[config.mk]
export PLATFORM = sky130hd
export DESIGN_NAME = snoop_filter
export DESIGN_NICKNAME = d
export VERILOG_FILES = /design/src/rtl/snf_pkg.sv /design/src/rtl/snf_dir.sv /design/src/rtl/snf_lookup.sv /design/src/rtl/snf_ctrl.sv /design/src/rtl/snoop_filter.sv
export SDC_FILE = /design/constraint.sdc
export NUM_CORES = 1
export LEC_CHECK = 0
export ABC_AREA = 0
export BUFFER_PORTS_ARGS = -buffer_cell sky130_fd_sc_hd__buf_4
export CAP_MARGIN = 20
export CORE_MARGIN = 10
export CORE_UTILIZATION = 50
export DETAILED_ROUTE_END_ITERATION = 12
export GPL_TIMING_DRIVEN = 0
export PLACE_DENSITY = 0.67
export SYNTH_ARGS = -nofsm -noshare
export SYNTH_HDL_FRONTEND = slang
export SYNTH_HIERARCHICAL = 1
export SYNTH_SLANG_ARGS = --single-unit
export TNS_END_PERCENT = 5
[constraint.sdc]
create_clock -name clk -period 3.65 [get_ports clk]
set_input_delay 0.1825 -clock clk [delete_from_list [all_inputs] [get_ports clk]]
set_output_delay 0.1825 -clock clk [all_outputs]
set_load 0.005 [all_outputs]
[src/rtl/snf_pkg.sv]
// Shared encodings for the shadow-tag snoop filter.
// Assumes 2-bit codes everywhere; values are visible at the ports.
package snf_pkg;
    typedef enum logic [1:0] {
        ST_I = 2'd0,
        ST_S = 2'd1,
        ST_E = 2'd2,
        ST_M = 2'd3
    } mesi_e;

    typedef enum logic [1:0] {
        SK_READ  = 2'd0,
        SK_RWITM = 2'd1,
        SK_KILL  = 2'd2,
        SK_CLEAN = 2'd3
    } snp_kind_e;

    typedef enum logic [1:0] {
        UK_NOP   = 2'd0,
        UK_ALLOC = 2'd1,
        UK_SETST = 2'd2,
        UK_INVAL = 2'd3
    } upd_kind_e;

    typedef enum logic [1:0] {
        DEC_CLEAN  = 2'd0,
        DEC_SHARED = 2'd1,
        DEC_FWD    = 2'd2
    } dec_e;
endpackage

[src/rtl/snf_dir.sv]
// Direct-mapped shadow directory: one tag and MESI state per set.
// One write port for processor-side updates, one combinational read port.
// Assumes the caller keeps a snoop off a set that is written this cycle.
module snf_dir
    import snf_pkg::*;
#(
    parameter int SETS  = 16,
    parameter int IDX_W = 4,
    parameter int TAG_W = 23
) (
    input  logic             clk,
    input  logic             rst_n,
    input  logic             wr_en,
    input  logic [1:0]       wr_kind,
    input  logic [IDX_W-1:0] wr_idx,
    input  logic [TAG_W-1:0] wr_tag,
    input  logic [1:0]       wr_state,
    input  logic [IDX_W-1:0] rd_idx,
    output logic [TAG_W-1:0] rd_tag,
    output logic [1:0]       rd_state
);
    logic [TAG_W-1:0] tag_q [SETS];
    logic [1:0]       st_q  [SETS];
    logic [SETS-1:0]  sel;

    // Per-set write select decoded from the update index.
    for (genvar g = 0; g < SETS; g++) begin : g_sel
        assign sel[g] = wr_en && (wr_idx == IDX_W'(g));
    end

    // Apply allocate / change-state / invalidate to the selected set.
    always_ff @(posedge clk) begin
        for (int i = 0; i < SETS; i++) begin
            if (!rst_n) begin
                tag_q[i] <= '0;
                st_q[i]  <= ST_I;
            end else if (sel[i]) begin
                case (upd_kind_e'(wr_kind))
                    UK_ALLOC: begin
                        tag_q[i] <= wr_tag;
                        st_q[i]  <= wr_state;
                    end
                    UK_SETST: if (tag_q[i] == wr_tag) st_q[i] <= wr_state;
                    UK_INVAL: if (tag_q[i] == wr_tag) st_q[i] <= ST_I;
                    default: ;
                endcase
            end
        end
    end

    // Read port used by the snoop lookup.
    always_comb begin
        rd_tag   = tag_q[rd_idx];
        rd_state = st_q[rd_idx];
    end

    // an allocate lands in the addressed set on the next cycle.
    a_r9_alloc_written: assert property (@(posedge clk) disable iff (!rst_n)
        (wr_en && wr_kind == UK_ALLOC) |=>
            (tag_q[$past(wr_idx)] == $past(wr_tag) && st_q[$past(wr_idx)] == $past(wr_state)));

    // an invalidate with a foreign tag leaves the state alone.
    a_r9_inval_mismatch_keeps: assert property (@(posedge clk) disable iff (!rst_n)
        (wr_en && wr_kind == UK_INVAL && tag_q[wr_idx] != wr_tag) |=>
            (st_q[$past(wr_idx)] == $past(st_q[wr_idx])));
endmodule

[src/rtl/snf_lookup.sv]
// Classifies one snoop against the shadow entry of its set.
// Plain reads: Shared hit answered locally, miss answered clean,
// Exclusive/Modified hit forwarded. Every other kind is forwarded.
module snf_lookup
    import snf_pkg::*;
#(
    parameter int TAG_W = 23
) (
    input  logic [TAG_W-1:0] ent_tag,
    input  logic [1:0]       ent_state,
    input  logic [TAG_W-1:0] snp_tag,
    input  logic [1:0]       snp_kind,
    output logic             hit,
    output logic [1:0]       dec
);
    // Hit test and decision table.
    always_comb begin
        hit = (ent_state != ST_I) && (ent_tag == snp_tag);
        if (snp_kind != SK_READ)   dec = DEC_FWD;
        else if (!hit)             dec = DEC_CLEAN;
        else if (ent_state == ST_S) dec = DEC_SHARED;
        else                       dec = DEC_FWD;
    end
endmodule

[src/rtl/snf_ctrl.sv]
// Response and forward sequencer. Local decisions give a one-cycle
// response; a forward holds busy until the processor answers, whose
// verdict is then passed out. Assumes cpu_rsp_valid only while busy.
module snf_ctrl
    import snf_pkg::*;
#(
    parameter int ADDR_W = 32
) (
    input  logic              clk,
    input  logic              rst_n,
    input  logic              acc,
    input  logic [1:0]        dec,
    input  logic [ADDR_W-1:0] snp_addr,
    input  logic [1:0]        snp_kind,
    input  logic              cpu_rsp_valid,
    input  logic              cpu_rsp_shared,
    input  logic              cpu_rsp_retry,
    output logic              busy,
    output logic              fwd_valid,
    output logic [ADDR_W-1:0] fwd_addr,
    output logic [1:0]        fwd_kind,
    output logic              rsp_valid,
    output logic              rsp_shared,
    output logic              rsp_retry
);
    // Sequence local answers, forwards and returned verdicts.
    always_ff @(posedge clk) begin
        if (!rst_n) begin
            busy       <= 1'b0;
            fwd_addr   <= '0;
            fwd_kind   <= SK_READ;
            rsp_valid  <= 1'b0;
            rsp_shared <= 1'b0;
            rsp_retry  <= 1'b0;
        end else begin
            rsp_valid  <= 1'b0;
            rsp_shared <= 1'b0;
            rsp_retry  <= 1'b0;
            if (busy) begin
                if (cpu_rsp_valid) begin
                    busy       <= 1'b0;
                    rsp_valid  <= 1'b1;
                    rsp_shared <= cpu_rsp_shared;
                    rsp_retry  <= cpu_rsp_retry;
                end
            end else if (acc) begin
                case (dec_e'(dec))
                    DEC_SHARED: begin
                        rsp_valid  <= 1'b1;
                        rsp_shared <= 1'b1;
                    end
                    DEC_CLEAN: rsp_valid <= 1'b1;
                    default: begin
                        busy     <= 1'b1;
                        fwd_addr <= snp_addr;
                        fwd_kind <= snp_kind;
                    end
                endcase
            end
        end
    end

    assign fwd_valid = busy;

    // Shared read hit answered locally, never retried, never forwarded.
    a_r2_shared_local: assert property (@(posedge clk) disable iff (!rst_n)
        (acc && dec == DEC_SHARED) |=> (rsp_valid && rsp_shared && !rsp_retry && !fwd_valid));

    // read miss answered clean without forward.
    a_r5_clean_miss: assert property (@(posedge clk) disable iff (!rst_n)
        (acc && dec == DEC_CLEAN) |=> (rsp_valid && !rsp_shared && !rsp_retry && !fwd_valid));

    // forward request holds until the processor answers.
    a_r6_fwd_hold: assert property (@(posedge clk) disable iff (!rst_n)
        (fwd_valid && !cpu_rsp_valid) |=> (fwd_valid && $stable(fwd_addr) && $stable(fwd_kind)));

    // processor verdict passed out on the following cycle.
    a_r6_verdict_passed: assert property (@(posedge clk) disable iff (!rst_n)
        (fwd_valid && cpu_rsp_valid) |=>
            (rsp_valid && !fwd_valid && rsp_shared == $past(cpu_rsp_shared)
             && rsp_retry == $past(cpu_rsp_retry)));

    // a response and a live forward never coexist.
    a_r6_excl: assert property (@(posedge clk) disable iff (!rst_n)
        $onehot0({rsp_valid, fwd_valid}));
endmodule

[src/rtl/snoop_filter.sv]
// Shadow-tag snoop filter top. Splits addresses into tag/set/offset,
// applies processor-side updates to the shadow directory, classifies
// snoops and runs the forward handshake. Updates win over a snoop to
// the same set in the same cycle; the snoop waits one cycle.
module snoop_filter
    import snf_pkg::*;
#(
    parameter int ADDR_W = 32,
    parameter int OFF_W  = 5,
    parameter int SETS   = 16
) (
    input  logic              clk,
    input  logic              rst_n,
    input  logic              snp_valid,
    input  logic [ADDR_W-1:0] snp_addr,
    input  logic [1:0]        snp_kind,
    output logic              snp_ready,
    input  logic              upd_valid,
    input  logic [1:0]        upd_kind,
    input  logic [ADDR_W-1:0] upd_addr,
    input  logic [1:0]        upd_state,
    output logic              fwd_valid,
    output logic [ADDR_W-1:0] fwd_addr,
    output logic [1:0]        fwd_kind,
    input  logic              cpu_rsp_valid,
    input  logic              cpu_rsp_shared,
    input  logic              cpu_rsp_retry,
    output logic              rsp_valid,
    output logic              rsp_shared,
    output logic              rsp_retry
);
    localparam int IDX_W = $clog2(SETS);
    localparam int TAG_W = ADDR_W - OFF_W - IDX_W;

    logic [IDX_W-1:0] snp_idx, upd_idx;
    logic [TAG_W-1:0] snp_tag, upd_tag, ent_tag;
    logic [1:0]       ent_state, dec;
    logic             hit, busy, set_clash, acc;

    // Address field split for both ports.
    always_comb begin
        snp_idx = snp_addr[OFF_W +: IDX_W];
        snp_tag = snp_addr[ADDR_W-1 -: TAG_W];
        upd_idx = upd_addr[OFF_W +: IDX_W];
        upd_tag = upd_addr[ADDR_W-1 -: TAG_W];
    end

    // Acceptance: idle and no update to the same set this cycle.
    always_comb begin
        set_clash = upd_valid && (upd_kind != UK_NOP) && (upd_idx == snp_idx);
        snp_ready = !busy && !set_clash;
        acc       = snp_valid && snp_ready;
    end

    snf_dir #(.SETS(SETS), .IDX_W(IDX_W), .TAG_W(TAG_W)) u_dir (
        .clk     (clk),
        .rst_n   (rst_n),
        .wr_en   (upd_valid),
        .wr_kind (upd_kind),
        .wr_idx  (upd_idx),
        .wr_tag  (upd_tag),
        .wr_state(upd_state),
        .rd_idx  (snp_idx),
        .rd_tag  (ent_tag),
        .rd_state(ent_state)
    );

    snf_lookup #(.TAG_W(TAG_W)) u_lookup (
        .ent_tag  (ent_tag),
        .ent_state(ent_state),
        .snp_tag  (snp_tag),
        .snp_kind (snp_kind),
        .hit      (hit),
        .dec      (dec)
    );

    snf_ctrl #(.ADDR_W(ADDR_W)) u_ctrl (
        .clk           (clk),
        .rst_n         (rst_n),
        .acc           (acc),
        .dec           (dec),
        .snp_addr      (snp_addr),
        .snp_kind      (snp_kind),
        .cpu_rsp_valid (cpu_rsp_valid),
        .cpu_rsp_shared(cpu_rsp_shared),
        .cpu_rsp_retry (cpu_rsp_retry),
        .busy          (busy),
        .fwd_valid     (fwd_valid),
        .fwd_addr      (fwd_addr),
        .fwd_kind      (fwd_kind),
        .rsp_valid     (rsp_valid),
        .rsp_shared    (rsp_shared),
        .rsp_retry     (rsp_retry)
    );

    // no snoop is accepted while a forward is outstanding.
    a_r7_busy_blocks: assert property (@(posedge clk) disable iff (!rst_n)
        fwd_valid |-> !snp_ready);

    // same-set update stalls a concurrent snoop.
    a_r8_update_first: assert property (@(posedge clk) disable iff (!rst_n)
        (snp_valid && upd_valid && upd_kind != UK_NOP && upd_idx == snp_idx) |-> !snp_ready);

    // an accepted read hitting Exclusive or Modified is forwarded.
    a_r3_excl_fwd: assert property (@(posedge clk) disable iff (!rst_n)
        (acc && snp_kind == SK_READ && hit && (ent_state == ST_E || ent_state == ST_M))
            |=> (fwd_valid && !rsp_valid));

    // an accepted non-read snoop is always forwarded.
    a_r4_nonread_fwd: assert property (@(posedge clk) disable iff (!rst_n)
        (acc && snp_kind != SK_READ) |=> (fwd_valid && fwd_kind == $past(snp_kind)));
endmodule

==> flow_summary.json <==
{
  "antenna_left": 0,
  "routed_wl_um": 95500,
  "p_leak_nw": 9.67,
  "cp_slowest_cell": "mux4_2",
  "place_area_um2": 26400,
  "overflow": 0,
  "combPwrFrac_pct": 15.9,
  "postSynthCellCount": 1902,
  "final.setup_skew_ns": 0.0152,
  "num_vias": 17600,
  "cap_violations": 0,
  "ir_drop_v": 0.000300,
  "nFillCells": 3924,
  "run_status": "finished clean",
  "io_buffers": 86,
  "grt_max_degree": 25,
  "p_per_area_nw_per_um2": 450,
  "grt_util_all_layers_pct": 32.1,
  "yosys_warnings": 6,
  "grt_first_pass_wirelength_um": 132000,
  "routedWlPerCell_um": 34.1,
  "start_util_pct": 50.4,
  "post-cts-setup-buffers": 0,
  "synthesis.area_um2": 24500,
  "worstSetupEndpointType": "flop",
  "fin_nets": 2173,
  "numCtsBuffers": 49,
  "wl_met2_um": 42900,
  "top_layer_used": "met5",
  "drive_gt1_share_pct": 18.0,
  "core_area_um2": 48700,
  "finalNonFillerCells": 2799,
  "htree_levels": 2,
  "wl_met1_um": 35700,
  "startpoint_type": "input pin",
  "dp.cells": 2666,
  "cts_buffer_depth": 3,
  "pwr-share-clk_pct": 37.7,
  "cts_tree": "done",
  "drv_slew": 0,
  "place_congestion": 1.04,
  "worst_slew_pin_slew_ns": 1.06,
  "synth_nets": 1979,
  "max_stage_delay_ns": 0.59,
  "finalInstanceArea_um2": 28400,
  "crit_required_ns": 4.16,
  "rsz0062_at_grt": "no",
  "antenna_cells": 0,
  "hold_viol": 0,
  "dr.pass1.iters": 5,
  "p_sw_mw": 3.48,
  "clk_pin_slew_ns": 0.06,
  "final-setup-viol-count": 0,
  "layout-area-overhead-vs-synth_pct": 15.9,
  "met3_length_um": 12400,
  "crit_fanout": 10,
  "drtIter0Drc": 2671,
  "seq_power_share_pct": 46.5,
  "ios": 116,
  "fin_crit_ns": 3.64,
  "grt_pass1_vias": 17400,
  "root_buffer": "clkbuf_16",
  "hold_class": "in2reg",
  "rows": 81,
  "utilization_pct": 58.3,
  "insertion_delay_ns": 0.60,
  "p_int_mw": 9.31,
  "dieArea_um2": 58400,
  "cp_cell_sequence": "buf_4 -> buf_2 -> clkbuf_2 -> buf_4 -> mux4_2 -> mux4_2 -> xor2_1 -> nor4_1 -> nand4_1 -> o31ai_2 -> and3b_1 -> buf_6 -> buf_12 -> mux2i_1",
  "cts_sinks": 438,
  "die_w_um": 242,
  "antenna_found_initial": 3,
  "avgSynthCellArea_um2": 12.9,
  "fmax_ghz": 0.275,
  "switching_share_pct": 27.2,
  "min_period_over_period_pct": 99.8,
  "post-dp-hpwl_um": 75200,
  "seq_area_um2": 12800,
  "critPathKind": "in2reg",
  "post-route-drc-count": 0,
  "slew_headroom_pct": 29.2,
  "drt-vias-per-instance": 6.30,
  "crit_arrival_ns": 4.15,
  "dieHeight_um": 242,
  "multi_input_area_um2": 11100
}
==> worst max-delay path, delay by kind of cell <==
kind / cells / cell delay (ns)
AO/OA/AOI/OAI: 1 / 0.40
XOR/XNOR: 1 / 0.17
buffers and inverters: 6 / 1.38
multiplexers: 3 / 1.21
AND/OR/NAND/NOR: 3 / 0.78
==> path summary, 6_finish.rpt <==
check / start / to / slack, ns / cells past startpoint
setup / recovery: snp_addr[6] / u_ctrl/fwd_addr[22] / 0.007 / 14
hold / removal: snp_valid / u_ctrl/rsp_shared / 0.04 / 5
setup reg to reg: u_dir/tag_q[12][11] / u_ctrl/fwd_addr[22] / 0.04 / 10
hold reg to reg: u_ctrl/fwd_addr[24] / u_ctrl/fwd_addr[24] / 0.46 / 2
==> registers in the layout, summed over array words and instances, names as in the netlist <==
signal	flops
u_ctrl/rsp_retry	1
u_ctrl/rsp_valid	1
u_dir/st_q	32
u_ctrl/busy	1
u_ctrl/fwd_kind	2
u_ctrl/fwd_addr	32
u_ctrl/rsp_shared	1
u_dir/tag_q	368
==> cell type report <==
| type | count | share of cell area, % |
|---|---|---|
| Sequential cell | 438 | 44.9 |
| Clock buffer | 67 | 4.98 |
| Tap cell | 664 | 2.92 |
| Clock inverter | 23 | 0.462 |
| Timing Repair Buffer | 144 | 4.77 |
| Multi-Input combinational cell | 1282 | 39.1 |
| Buffer | 180 | 2.84 |
| Inverter | 1 | 0.0132 |
==> through the flow <==
stage / TNS (ns) / power (mW) / setup slack (ns) / hold WS [ns]
after floorplan: 0 / 7.07 / 0.393 / 0.305
after global placement: -433.86 / 7.91 / -1.42 / 0.422
after detailed placement: -39.98 / 7.96 / -1.16 / 0.430
after CTS: 0 / 12.8 / 0.0110 / 0.0239
after global routing: 0 / 13.1 / 0.000328 / 0.0554
final: 0 / 12.8 / 0.00704 / 0.0440
==> metal layers <==
| metal | global-route usage, % | up-vias |
|---|---|---|
| met5 | 0 | - |
| met1 | 41.5 | 8950 |
| li1 | - | 7220 |
| met2 | 49.3 | 1253 |
| met3 | 9.63 | 193 |
| met4 | 14.1 | 4 |
==> layout by cell type (no fill, tap or decap), types with 2 or more instances in the layout <==
cell / count
nor2_1: 23
a31o_1: 7
nand4_1: 98
xnor2_1: 352
and2_1: 356
dfxtp_1: 38
nand2b_1: 5
clkbuf_16: 51
nor3_1: 15
clkinv_2: 8
buf_12: 9
edfxtp_1: 400
buf_16: 2
mux2i_1: 34
o31ai_2: 2
o21ai_4: 12
a21boi_0: 2
a31o_2: 8
clkbuf_2: 9
dlygate4sd3_1: 43
clkbuf_1: 129
nor2b_1: 5
nand2_1: 77
a21oi_1: 2
nor4_1: 26
and3_1: 46
clkbuf_8: 8
o21ai_2: 4
buf_8: 7
buf_2: 42
xor2_1: 43
nand3_1: 5
buf_4: 89
a21o_1: 14
or3_1: 6
mux4_2: 125
clkinv_1: 12
==> power by group through the flow <==
stage	combinational (mW)	clock, mW	sequential, mW
detailed placement	1.92	0	6.04
finish	2.03	4.82	5.94
global placement	1.86	0	6.05
floorplan	1.08	0	5.99
CTS	1.96	4.86	5.94
global route	2.07	5.04	5.97
==> timing repair <==
| action | in CTS | in global routing |
|---|---|---|
| resized for setup | 7 | 5 |
| hold buffers | 43 | 0 |
| cloned | 0 | 0 |
| hold endpoints to repair | 50 | 0 |
| setup endpoints to repair | 37 | 30 |
| pin swaps | 0 | 0 |
Power figures use the tool's default switching activity.
